File: src/rtl/pic_pkg.sv
// Shared types for the priority interrupt controller.
// Assumes a byte-wide bus and at most 8 interrupt inputs.
package pic_pkg;
    // Setup sequence position: idle, or waiting for one of three data words
    typedef enum logic [1:0] {
        CFG_IDLE = 2'd0,
        CFG_BASE = 2'd1,
        CFG_CASC = 2'd2,
        CFG_MODE = 2'd3
    } cfg_state_e;
endpackage

File: src/rtl/pic_cfg.sv
// Register-bus decoder and configuration store.
// Runs the ordered setup sequence and holds the vector base, cascade word,
// auto-EOI flag, mask and read selection. It also decodes specific EOI.
// Assumes one write strobe per access; reads are handled at the top.
module pic_cfg
    import pic_pkg::*;
#(
    parameter int DW   = 8,
    parameter int N_IN = 8,
    localparam int IDW = $clog2(N_IN)
) (
    input  logic            clk,
    input  logic            rst_n,
    input  logic            bus_addr,
    input  logic            bus_wr,
    input  logic [DW-1:0]   bus_wdata,
    output logic            ready,
    output logic [DW-1:0]   base_q,
    output logic [N_IN-1:0] casc_q,
    output logic            aeoi_q,
    output logic [N_IN-1:0] mask_q,
    output logic            rd_isr_q,
    output logic            setup_start,
    output logic            eoi_valid,
    output logic [IDW-1:0]  eoi_num
);
    cfg_state_e st_q;
    logic       cmd_wr, data_wr, cmd_rsel;

    // Classify each write as setup start, read selection or specific EOI
    always_comb begin
        cmd_wr      = bus_wr && !bus_addr;
        data_wr     = bus_wr && bus_addr;
        setup_start = cmd_wr && bus_wdata[4];
        cmd_rsel    = cmd_wr && !bus_wdata[4] && bus_wdata[3] && bus_wdata[1];
        eoi_valid   = cmd_wr && (bus_wdata[7:5] == 3'b011) && !bus_wdata[3];
        eoi_num     = bus_wdata[IDW-1:0];
    end

    // Step through the setup words and update the mask and read selection
    always_ff @(posedge clk) begin
        if (!rst_n) begin
            st_q     <= CFG_IDLE;
            ready    <= 1'b0;
            base_q   <= '0;
            casc_q   <= '0;
            aeoi_q   <= 1'b0;
            mask_q   <= '1;
            rd_isr_q <= 1'b0;
        end else if (setup_start) begin
            st_q     <= CFG_BASE;
            ready    <= 1'b0;
            rd_isr_q <= 1'b0;
        end else if (cmd_rsel) begin
            rd_isr_q <= bus_wdata[0];
        end else if (data_wr) begin
            unique case (st_q)
                CFG_BASE: begin
                    base_q <= {bus_wdata[DW-1:IDW], {IDW{1'b0}}};
                    st_q   <= CFG_CASC;
                end
                CFG_CASC: begin
                    casc_q <= bus_wdata[N_IN-1:0];
                    st_q   <= CFG_MODE;
                end
                CFG_MODE: begin
                    aeoi_q <= bus_wdata[1];
                    st_q   <= CFG_IDLE;
                    ready  <= 1'b1;
                end
                CFG_IDLE: begin
                    if (ready) mask_q <= bus_wdata[N_IN-1:0];
                end
            endcase
        end
    end
endmodule

File: src/rtl/pic_resolve.sv
// Fixed-priority resolver: input 0 is most urgent. An unmasked request
// qualifies only if no in-service bit of equal or higher priority is set.
// Purely combinational; assumes request, service and mask are registered.
module pic_resolve #(
    parameter int N_IN = 8,
    localparam int IDW = $clog2(N_IN)
) (
    input  logic [N_IN-1:0] irr,
    input  logic [N_IN-1:0] isr,
    input  logic [N_IN-1:0] mask,
    output logic            any,
    output logic [IDW-1:0]  win
);
    // Scan from most urgent; the first set in-service bit blocks the rest
    always_comb begin
        logic blocked;
        blocked = 1'b0;
        any     = 1'b0;
        win     = '0;
        for (int i = 0; i < N_IN; i++) begin
            if (isr[i]) blocked = 1'b1;
            if (!blocked && !any && irr[i] && !mask[i]) begin
                any = 1'b1;
                win = IDW'(i);
            end
        end
    end
endmodule

File: src/rtl/pic_service.sv
// Request and in-service registers with acknowledge and vector output.
// It latches rising edges, drops requests whose lines fall and takes the
// acknowledge, including spurious and cascade cases. It also applies
// specific EOI and auto-EOI. Assumes ack_take is a single-cycle pulse.
module pic_service #(
    parameter int DW   = 8,
    parameter int N_IN = 8,
    localparam int IDW = $clog2(N_IN)
) (
    input  logic            clk,
    input  logic            rst_n,
    input  logic [N_IN-1:0] irq_in,
    input  logic            setup_start,
    input  logic            eoi_valid,
    input  logic [IDW-1:0]  eoi_num,
    input  logic            ack_take,
    input  logic            any,
    input  logic [IDW-1:0]  win,
    input  logic            win_cascaded,
    input  logic [DW-1:0]   base,
    input  logic            aeoi,
    output logic [N_IN-1:0] irr_q,
    output logic [N_IN-1:0] isr_q,
    output logic [DW-1:0]   vec_q,
    output logic            vec_valid_q
);
    localparam logic [IDW-1:0] SPUR_IN = IDW'(N_IN - 1);

    logic [N_IN-1:0] line_q, win_bit, pend_q;
    logic            take_real;

    // Decode the winner to a one-hot bit and note a non-spurious take
    always_comb begin
        win_bit   = '0;
        win_bit[win] = 1'b1;
        take_real = ack_take && any;
    end

    // Track lines for edge detection and keep requests only while high
    always_ff @(posedge clk) begin
        if (!rst_n) begin
            line_q <= '0;
            irr_q  <= '0;
        end else begin
            line_q <= irq_in;
            if (setup_start) irr_q <= '0;
            else irr_q <= (irr_q | (irq_in & ~line_q)) & irq_in
                          & ~(take_real ? win_bit : '0);
        end
    end

    // Set, auto-clear and EOI-clear the in-service bits
    always_ff @(posedge clk) begin
        if (!rst_n || setup_start) begin
            isr_q  <= '0;
            pend_q <= '0;
        end else begin
            logic [N_IN-1:0] nxt;
            nxt = isr_q & ~pend_q;
            if (eoi_valid) nxt[eoi_num] = 1'b0;
            if (take_real) nxt = nxt | win_bit;
            isr_q  <= nxt;
            pend_q <= (take_real && aeoi) ? win_bit : '0;
        end
    end

    // Register the vector for the cycle after the acknowledge
    always_ff @(posedge clk) begin
        if (!rst_n) begin
            vec_q       <= '0;
            vec_valid_q <= 1'b0;
        end else begin
            vec_valid_q <= ack_take && !(any && win_cascaded);
            if (ack_take)
                vec_q <= base | DW'(any ? win : SPUR_IN);
        end
    end
endmodule

File: src/rtl/prio_irq_ctrl.sv
// Eight-input programmable priority interrupt controller, top level.
// Joins configuration, resolution and service. It gates requests and
// acknowledges on setup completion and routes the acknowledge to or from
// the cascade pins. Assumes int_ack is a one-cycle pulse shared by the
// master and its slave.
module prio_irq_ctrl #(
    parameter int DW   = 8,
    parameter int N_IN = 8,
    localparam int IDW = $clog2(N_IN)
) (
    input  logic            clk,
    input  logic            rst_n,
    input  logic            is_master,
    input  logic            bus_addr,
    input  logic            bus_wr,
    input  logic [DW-1:0]   bus_wdata,
    output logic [DW-1:0]   bus_rdata,
    input  logic [N_IN-1:0] irq_in,
    output logic            int_req,
    input  logic            int_ack,
    input  logic            cas_en_in,
    input  logic [IDW-1:0]  cas_sel_in,
    output logic            cas_en_out,
    output logic [IDW-1:0]  cas_sel_out,
    output logic [DW-1:0]   vec_out,
    output logic            vec_valid
);
    logic            ready, aeoi_q, rd_isr_q, setup_start, eoi_valid;
    logic            any, ack_take, win_cascaded;
    logic [IDW-1:0]  eoi_num, win;
    logic [DW-1:0]   base_q;
    logic [N_IN-1:0] casc_q, mask_q, irr_q, isr_q;

    pic_cfg #(.DW(DW), .N_IN(N_IN)) u_cfg (
        .clk(clk), .rst_n(rst_n), .bus_addr(bus_addr), .bus_wr(bus_wr),
        .bus_wdata(bus_wdata), .ready(ready), .base_q(base_q),
        .casc_q(casc_q), .aeoi_q(aeoi_q), .mask_q(mask_q),
        .rd_isr_q(rd_isr_q), .setup_start(setup_start),
        .eoi_valid(eoi_valid), .eoi_num(eoi_num)
    );

    pic_resolve #(.N_IN(N_IN)) u_res (
        .irr(irr_q), .isr(isr_q), .mask(mask_q), .any(any), .win(win)
    );

    // Decide whether this chip takes the pulse and whether it hands it on
    always_comb begin
        win_cascaded = is_master && casc_q[win];
        ack_take     = ready && int_ack &&
                       (is_master || (cas_en_in && cas_sel_in == casc_q[IDW-1:0]));
        cas_en_out   = ack_take && any && win_cascaded;
        cas_sel_out  = win;
        int_req      = ready && any;
    end

    pic_service #(.DW(DW), .N_IN(N_IN)) u_svc (
        .clk(clk), .rst_n(rst_n), .irq_in(irq_in), .setup_start(setup_start),
        .eoi_valid(eoi_valid), .eoi_num(eoi_num), .ack_take(ack_take),
        .any(any), .win(win), .win_cascaded(win_cascaded), .base(base_q),
        .aeoi(aeoi_q), .irr_q(irr_q), .isr_q(isr_q), .vec_q(vec_out),
        .vec_valid_q(vec_valid)
    );

    // Select read data: mask on data port, chosen register on command port
    always_comb begin
        if (bus_addr)      bus_rdata = DW'(mask_q);
        else if (rd_isr_q) bus_rdata = DW'(isr_q);
        else               bus_rdata = DW'(irr_q);
    end
endmodule

File: config.mk
export PLATFORM = sky130hd
export DESIGN_NAME = prio_irq_ctrl
export DESIGN_NICKNAME = d
export VERILOG_FILES = /design/src/rtl/pic_pkg.sv /design/src/rtl/pic_cfg.sv /design/src/rtl/pic_resolve.sv /design/src/rtl/pic_service.sv /design/src/rtl/prio_irq_ctrl.sv
export SDC_FILE = /design/constraint.sdc
export NUM_CORES = 1
export LEC_CHECK = 0
export BUFFER_PORTS_ARGS = -buffer_cell sky130_fd_sc_hd__buf_4
export CELL_PAD_IN_SITES_DETAIL_PLACEMENT = 0
export CELL_PAD_IN_SITES_GLOBAL_PLACEMENT = 1
export CORE_UTILIZATION = 32
export DETAILED_ROUTE_END_ITERATION = 10
export HOLD_SLACK_MARGIN = 0.06
export PLACE_DENSITY_LB_ADDON = 0.1
export SLEW_MARGIN = 15
export SYNTH_ARGS = -nofsm -noshare
export SYNTH_HDL_FRONTEND = slang
export SYNTH_SLANG_ARGS = --single-unit
File: constraint.sdc
create_clock -name clk -period 4 [get_ports clk]
set_input_delay 0.6 -clock clk [delete_from_list [all_inputs] [get_ports clk]]
set_output_delay 0.6 -clock clk [all_outputs]
set_load 0.05 [all_outputs]
==> metrics, run 1 <==
status complete, no violations; GPL Wtd Cong 0.872; GR Util All Layers 0.193; Starting DRT DRC Count 119; Final Max Tran Viols 0; setup TNS 0 ns; fin crit period 3.33 ns; Die Y 101 µm; Clk pin slew, worst setup/hold paths 0.08 ns; Worst R2R Setup Slack 1.48 ns; unrepaired setup endpoints after global routing no; Worst EP arrival 2.73 ns; Synth Cell Area 0.00312 mm²; Worst Setup Start Kind flip-flop; Synth warnings 0; Max Fclk 300 MHz; hold path start irq_in[7]; Antenna Nets Post-Route 0; fin cells 542; post-synthesis sequential area ratio 0.430; Area Growth Syn to Fin 21.9%; Final setup viols 0; Power Dens Cells 364 mW/mm²; Synth top area share 0.430; total grt overflow 0; initial core utilization 0.334; full die area 0.0101 mm²; core area 0.00933 mm²; Cells after Synth 362; final worst clock skew 0.00877 ns; Lkg Pwr 0.00150 µW; cts bufs inserted 9; share of cells above drive strength 1 0.182; placed insts 526; Syn Area/Cell 8.62 µm²; Reg2Reg Depth 6; # rows 35; number of synthesized flops with an enable pin 0; Net Count, Synth 394; count of cell types in the netlist 43; routed wire length 9.14 mm; Hold Path Class in2reg; largest net degree at the start of global routing 43; CP Max Fanout 8; Clock Latency Late Sink 0.35 ns; routed len/inst 16.9 µm; DRC violations left 0; IO Count 48; number of global-route vias before repair 2660; most common cell after layout, fill and taps aside dfxtp_1; total number of vias 2720; Clock Tree Buf Depth 2; HPWL after DPL 6.85 mm; ys flop type dfxtp_1; Worst Hold Endpoint u_svc.line_q[7]; worst vdd ir 0.156 mV; CP required 3.40 ns; Pre-antenna DRT Iters 5; post-CTS setup buffer count 0; Max-slew headroom 0.463; slew at the pin closest to its max-slew limit 0.804 ns; TritonCTS Sinks 67; initial antenna violation count 0; Seq cells post-synth 67; Tcrit/Tclk final 0.833; CTS HTree Levels 3; final net count 440; MaxCap Viol Count 0; final hold viol count 0; share of flip-flops with an asynchronous set or reset 0; cts repair resizes 0; top area cells in the synthesized netlist dfxtp_1 43%, nand2_1 6.4%, mux2i_1 5.1%, nand3_1 4.8%, a21boi_0 3.9%; Via density 5.02; Crit. End Element output port; most frequent cells in the layout 67 x dfxtp_1, 53 x nand2_1, 48 x buf_4; CTS Root Cell clkbuf_8; Crit Path Category reg2out; # hold bufs at CTS 0; reg-to-reg startpoint u_svc.irr_q[7]; # port buffers 47; CTS tree done; Antenna diodes 0; cell count of the worst hold path 2; area leader, netlist dfxtp_1; die width 101 µm; first-pass GRT wire length 14.4 mm; worst r2r dst u_svc.irr_q[6]
stage by stage:
stage          hold slack [ns]  utilization  setup slack, ns  area (µm²)  total power [µW]
2_1_floorplan            0.443            -            0.757        3120               760
3_3_place_gp             0.455        0.385             1.10        3590               811
3_5_place_dp             0.462        0.385             1.08        3590               811
4_1_cts                  0.454        0.408            0.673        3800              1400
5_1_grt                  0.454        0.408            0.583        3800              1440
6_report                 0.461        0.408            0.668        3800              1380
how the worst max path moves through the flow:
stage | startpoint | endpoint | cells past startpoint
floorplan | u_cfg.mask_q[7] | cas_en_out | 5
global placement | u_svc.isr_q[0] | cas_en_out | 7
detailed placement | u_svc.isr_q[0] | cas_en_out | 7
CTS | u_svc.isr_q[0] | cas_en_out | 7
global route | u_svc.isr_q[0] | cas_en_out | 7
finish | u_svc.isr_q[0] | cas_en_out | 7
state kept, by name, indices dropped and copies added (netlist names):
| signal | flops |
|---|---|
| u_cfg.casc_q | 8 |
| u_cfg.mask_q | 8 |
| u_svc.irr_q | 8 |
| u_svc.isr_q | 8 |
| u_svc.line_q | 8 |
| u_svc.pend_q | 8 |
| u_svc.vec_q | 8 |
| u_cfg.base_q | 5 |
| u_cfg.st_q | 2 |
| u_cfg.aeoi_q | 1 |
| u_cfg.rd_isr_q | 1 |
| u_cfg.ready | 1 |
| u_svc.vec_valid_q | 1 |
synth_stat cells, drive strengths merged, types with 2 or more instances:
master	instances
a2111oi	2
a21boi	16
nand2b	11
ha	6
a211o	2
or2	3
or4	3
nand3	30
or3b	4
mux2i	16
nand3b	2
nor3	4
dfxtp	67
nor2b	18
and2	9
a21oi	14
nand4	3
o311a	2
xnor2	3
clkbuf	11
nor3b	2
inv	12
o311ai	2
buf	2
nor2	19
o21ai	21
and3	2
nand2	53
or3	7
o2111a	6
cell type report:
| cell class | instances | area (µm²) |
|---|---|---|
| flip-flops and latches | 67 | 1340 |
| inverters | 12 | 45.0 |
| clock inverters | 5 | 61.3 |
| well taps | 129 | 161 |
| clock buffers | 11 | 151 |
| fillers | 987 | 5520 |
| repair buffers | 48 | 360 |
| multi-input cells | 270 | 1680 |
report_power, final:
group / internal [µW] / switching [µW] / leakage (µW)
Combinational: 43.9 / 64.6 / 0.000862
Clock: 323 / 267 / 0.0000978
Sequential: 678 / 8.16 / 0.000544
routing by layer:
layer | part of all wire | vias up | global-route usage
met5 | 0 | - | 0
met1 | 0.48 | 1286 | 0.250
li1 | - | 1365 | -
met3 | 0.040 | 6 | 0.0479
met4 | 0.010 | 0 | 0.0435
met2 | 0.47 | 63 | 0.323
cell families after synthesis:
family | count (synthesis) | synth area share
simple gates | 173 | 0.287
xor+xnor | 3 | 0.00843
flops | 67 | 0.430
compound gates | 72 | 0.168
mux | 16 | 0.0513
fa+ha+maj | 6 | 0.0241
buf+inv | 25 | 0.0305
critical path, stage by stage (launching register included):
cell and delay, ns:
dfxtp_1 0.38, or3_4 0.46, or4_1 0.40, or3_1 0.38, o221a_1 0.26, o311a_1 0.12
and3_1 0.19, buf_4 0.19
No activity file was read; power rests on OpenSTA's default activity.
==> inputs of run 2 (changes only) <==
--- a/config.mk
+++ b/config.mk
@@ -5,6 +5,7 @@
 export SDC_FILE = /design/constraint.sdc
 export NUM_CORES = 1
 export LEC_CHECK = 0
+export ABC_AREA = 1
 export BUFFER_PORTS_ARGS = -buffer_cell sky130_fd_sc_hd__buf_4
 export CELL_PAD_IN_SITES_DETAIL_PLACEMENT = 0
 export CELL_PAD_IN_SITES_GLOBAL_PLACEMENT = 1
==> constraint.sdc (replaced) <==
create_clock -name clk -period 3 [get_ports clk]
set_input_delay 0.45 -clock clk [delete_from_list [all_inputs] [get_ports clk]]
set_output_delay 0.45 -clock clk [all_outputs]
set_load 0.05 [all_outputs]
==> run 2 against run 1 <==
Flip-flop and latch count did not move. Clock-buffer cell count shrank 2. Combinational power is 53% higher.
==> metrics, run 2 <==
number of synthesized flops with an enable pin 0; Power Dens Cells 555 mW/mm²; Pre-antenna DRT Iters 4; core area 0.00937 mm²; Die Y 101 µm; largest net degree at the start of global routing 25; Max-slew headroom 0.684; Synth warnings 0; HPWL after DPL 6.89 mm; count of cell types in the netlist 37; Final Max Tran Viols 0; Area Growth Syn to Fin 25.1%; worst r2r dst u_svc.irr_q[2]; ys flop type dfxtp_1; Final setup viols 0; # hold bufs at CTS 0; Fillers 1030; register area 0.00134 mm²; IO Count 48; Tcrit/Tclk final 0.904; Lkg Pwr 0.00184 µW; Crit. End Element output port; most common cell after layout, fill and taps aside inv_1; first-pass GRT wire length 14.9 mm; worst vdd ir 0.222 mV; final net count 509; TritonCTS Sinks 67; reg-to-reg startpoint u_cfg.casc_q[1]; CTS Root Cell clkbuf_8; status complete, no violations; Crit. Startpoint u_svc.isr_q[0]; routed wire length 9.26 mm; Worst EP arrival 2.26 ns; cell count of the worst hold path 3; share of flip-flops with an asynchronous set or reset 0; Worst Setup Start Kind flip-flop; CP required 2.55 ns; GPL Wtd Cong 0.854; crit path capture cas_en_out; CP Max Fanout 5; unrepaired setup endpoints after global routing no; Syn Area/Cell 7.37 µm²; initial core utilization 0.335; CTS tree done; CTS HTree Levels 3; top area cells in the synthesized netlist dfxtp_1 43%, a21oi_1 9.2%, inv_1 8.6%, nand2_1 7.2%, o21ai_0 5.4%; full die area 0.0102 mm²; slew at the pin closest to its max-slew limit 0.473 ns; Synth top area share 0.427; setup TNS 0 ns; post-CTS setup buffer count 0; most frequent cells in the layout 72 x inv_1, 67 x dfxtp_1, 60 x nand2_1; Post-synth top cells 72 x inv_1, 67 x dfxtp_1, 60 x nand2_1, 58 x a21oi_1, 37 x nor2_1; Crit Path Category reg2out; Net Count, Synth 458; MaxCap Viol Count 0; Hold Path Class in2reg; Max Fclk 369 MHz; Antenna Nets Post-Route 0; cts repair resizes 0; post-synthesis sequential area ratio 0.427; die width 101 µm; Clock Tree Buf Depth 2; Antenna diodes 0; Seq cells post-synth 67; Worst R2R Setup Slack 1.08 ns; final hold viol count 0; most frequent cell after synthesis inv_1; routed len/inst 15.2 µm; total grt overflow 0; initial antenna violation count 0; total number of vias 2900; final worst clock skew 0.0132 ns; Synth Cell Area 0.00314 mm²; Reg2Reg Depth 10; fin crit period 2.71 ns; GR Util All Layers 0.200; Clock Latency Late Sink 0.36 ns; multi-input combinational cell area 0.00147 mm²; Clk pin slew, worst setup/hold paths 0.08 ns; share of cells above drive strength 1 0.203; Cells after Synth 426; area leader, netlist dfxtp_1; number of global-route vias before repair 2768; # port buffers 47; Via density 4.75; Starting DRT DRC Count 146; DRC violations left 0; cts bufs inserted 9; Final Util 0.419; # rows 35
==> run 2: cell types whose count changed after synthesis, sizes merged, moves of 7 or more <==
cell / delta
nor2: +27
mux2i: -16
inv: +64
and2: -9
a21oi: +44
a21boi: -16
o21ai: +15
nand2b: -11
nand2: +13
or3: -7
nand3: -7
nor2b: -18
==> run 2: logic make-up (layout without fill, tap and decap cells) <==
kind of cell    after synthesis  count (layout)  synth area share
flops                        67              67             0.427
compound gates              109             109             0.190
fa+ha+maj                     6               6            0.0239
buf+inv                      88             144             0.106
simple gates                156             156             0.253
==> run 2: worst max-delay path: stages (launching register included) <==
cell	delay (ns)
dfxtp_1	0.39
inv_1	0.10
nand3_2	0.11
nand2_1	0.07
nor2_1	0.13
nand3_2	0.14
nor2_4	0.18
nand3_2	0.15
nand2_4	0.12
nor2_1	0.05
nand2_1	0.07
nand4_1	0.10
nor2_1	0.10
buf_4	0.20
==> run 2: cell type report <==
class / instances / share of cell area
clock buffer: 9 / 0.0315
inverter: 77 / 0.0736
tap: 129 / 0.0411
sequential: 67 / 0.342
multi-input combinational: 271 / 0.373
timing repair buffer: 51 / 0.0975
clock inverter: 7 / 0.0417
==> run 2: worst min-delay path by stage <==
stage                         start               to
finish                    irq_in[0]  u_svc.line_q[0]
detailed placement  u_cfg.base_q[7]  u_cfg.base_q[7]
global route              irq_in[0]  u_svc.line_q[0]
CTS                       irq_in[0]  u_svc.line_q[0]
floorplan           u_cfg.base_q[4]  u_cfg.base_q[4]
global placement    u_cfg.base_q[7]  u_cfg.base_q[7]
==> run 2: metrics by stage <==
stage	power (µW)	instances	cell area (µm²)	hold WS (ns)	setup WS (ns)
CTS	2210	611	3930	0.266	0.273
detailed placement	1110	595	3640	0.449	0.680
floorplan	1030	426	3140	0.430	0.217
global route	2260	611	3930	0.287	0.0519
finish	2180	611	3930	0.286	0.289
global placement	1100	595	3640	0.444	0.709
==> run 2: routing by layer <==
metal / vias up / routed length (µm) / GRT usage
met4: 0 / 136 / 0.0658
li1: 1493 / - / -
met2: 78 / 4190 / 0.301
met5: - / 0 / 0
met1: 1318 / 4420 / 0.281
met3: 11 / 520 / 0.0458
==> run 2: where the power goes <==
| group | internal [µW] | total, µW | leakage (µW) | switching [µW] |
|---|---|---|---|---|
| combinational | 58.2 | 167 | 0.00115 | 109 |
| clock | 720 | 1100 | 0.000143 | 375 |
| sequential | 906 | 916 | 0.000544 | 9.75 |
| total | 1680 | 2180 | 0.00184 | 494 |
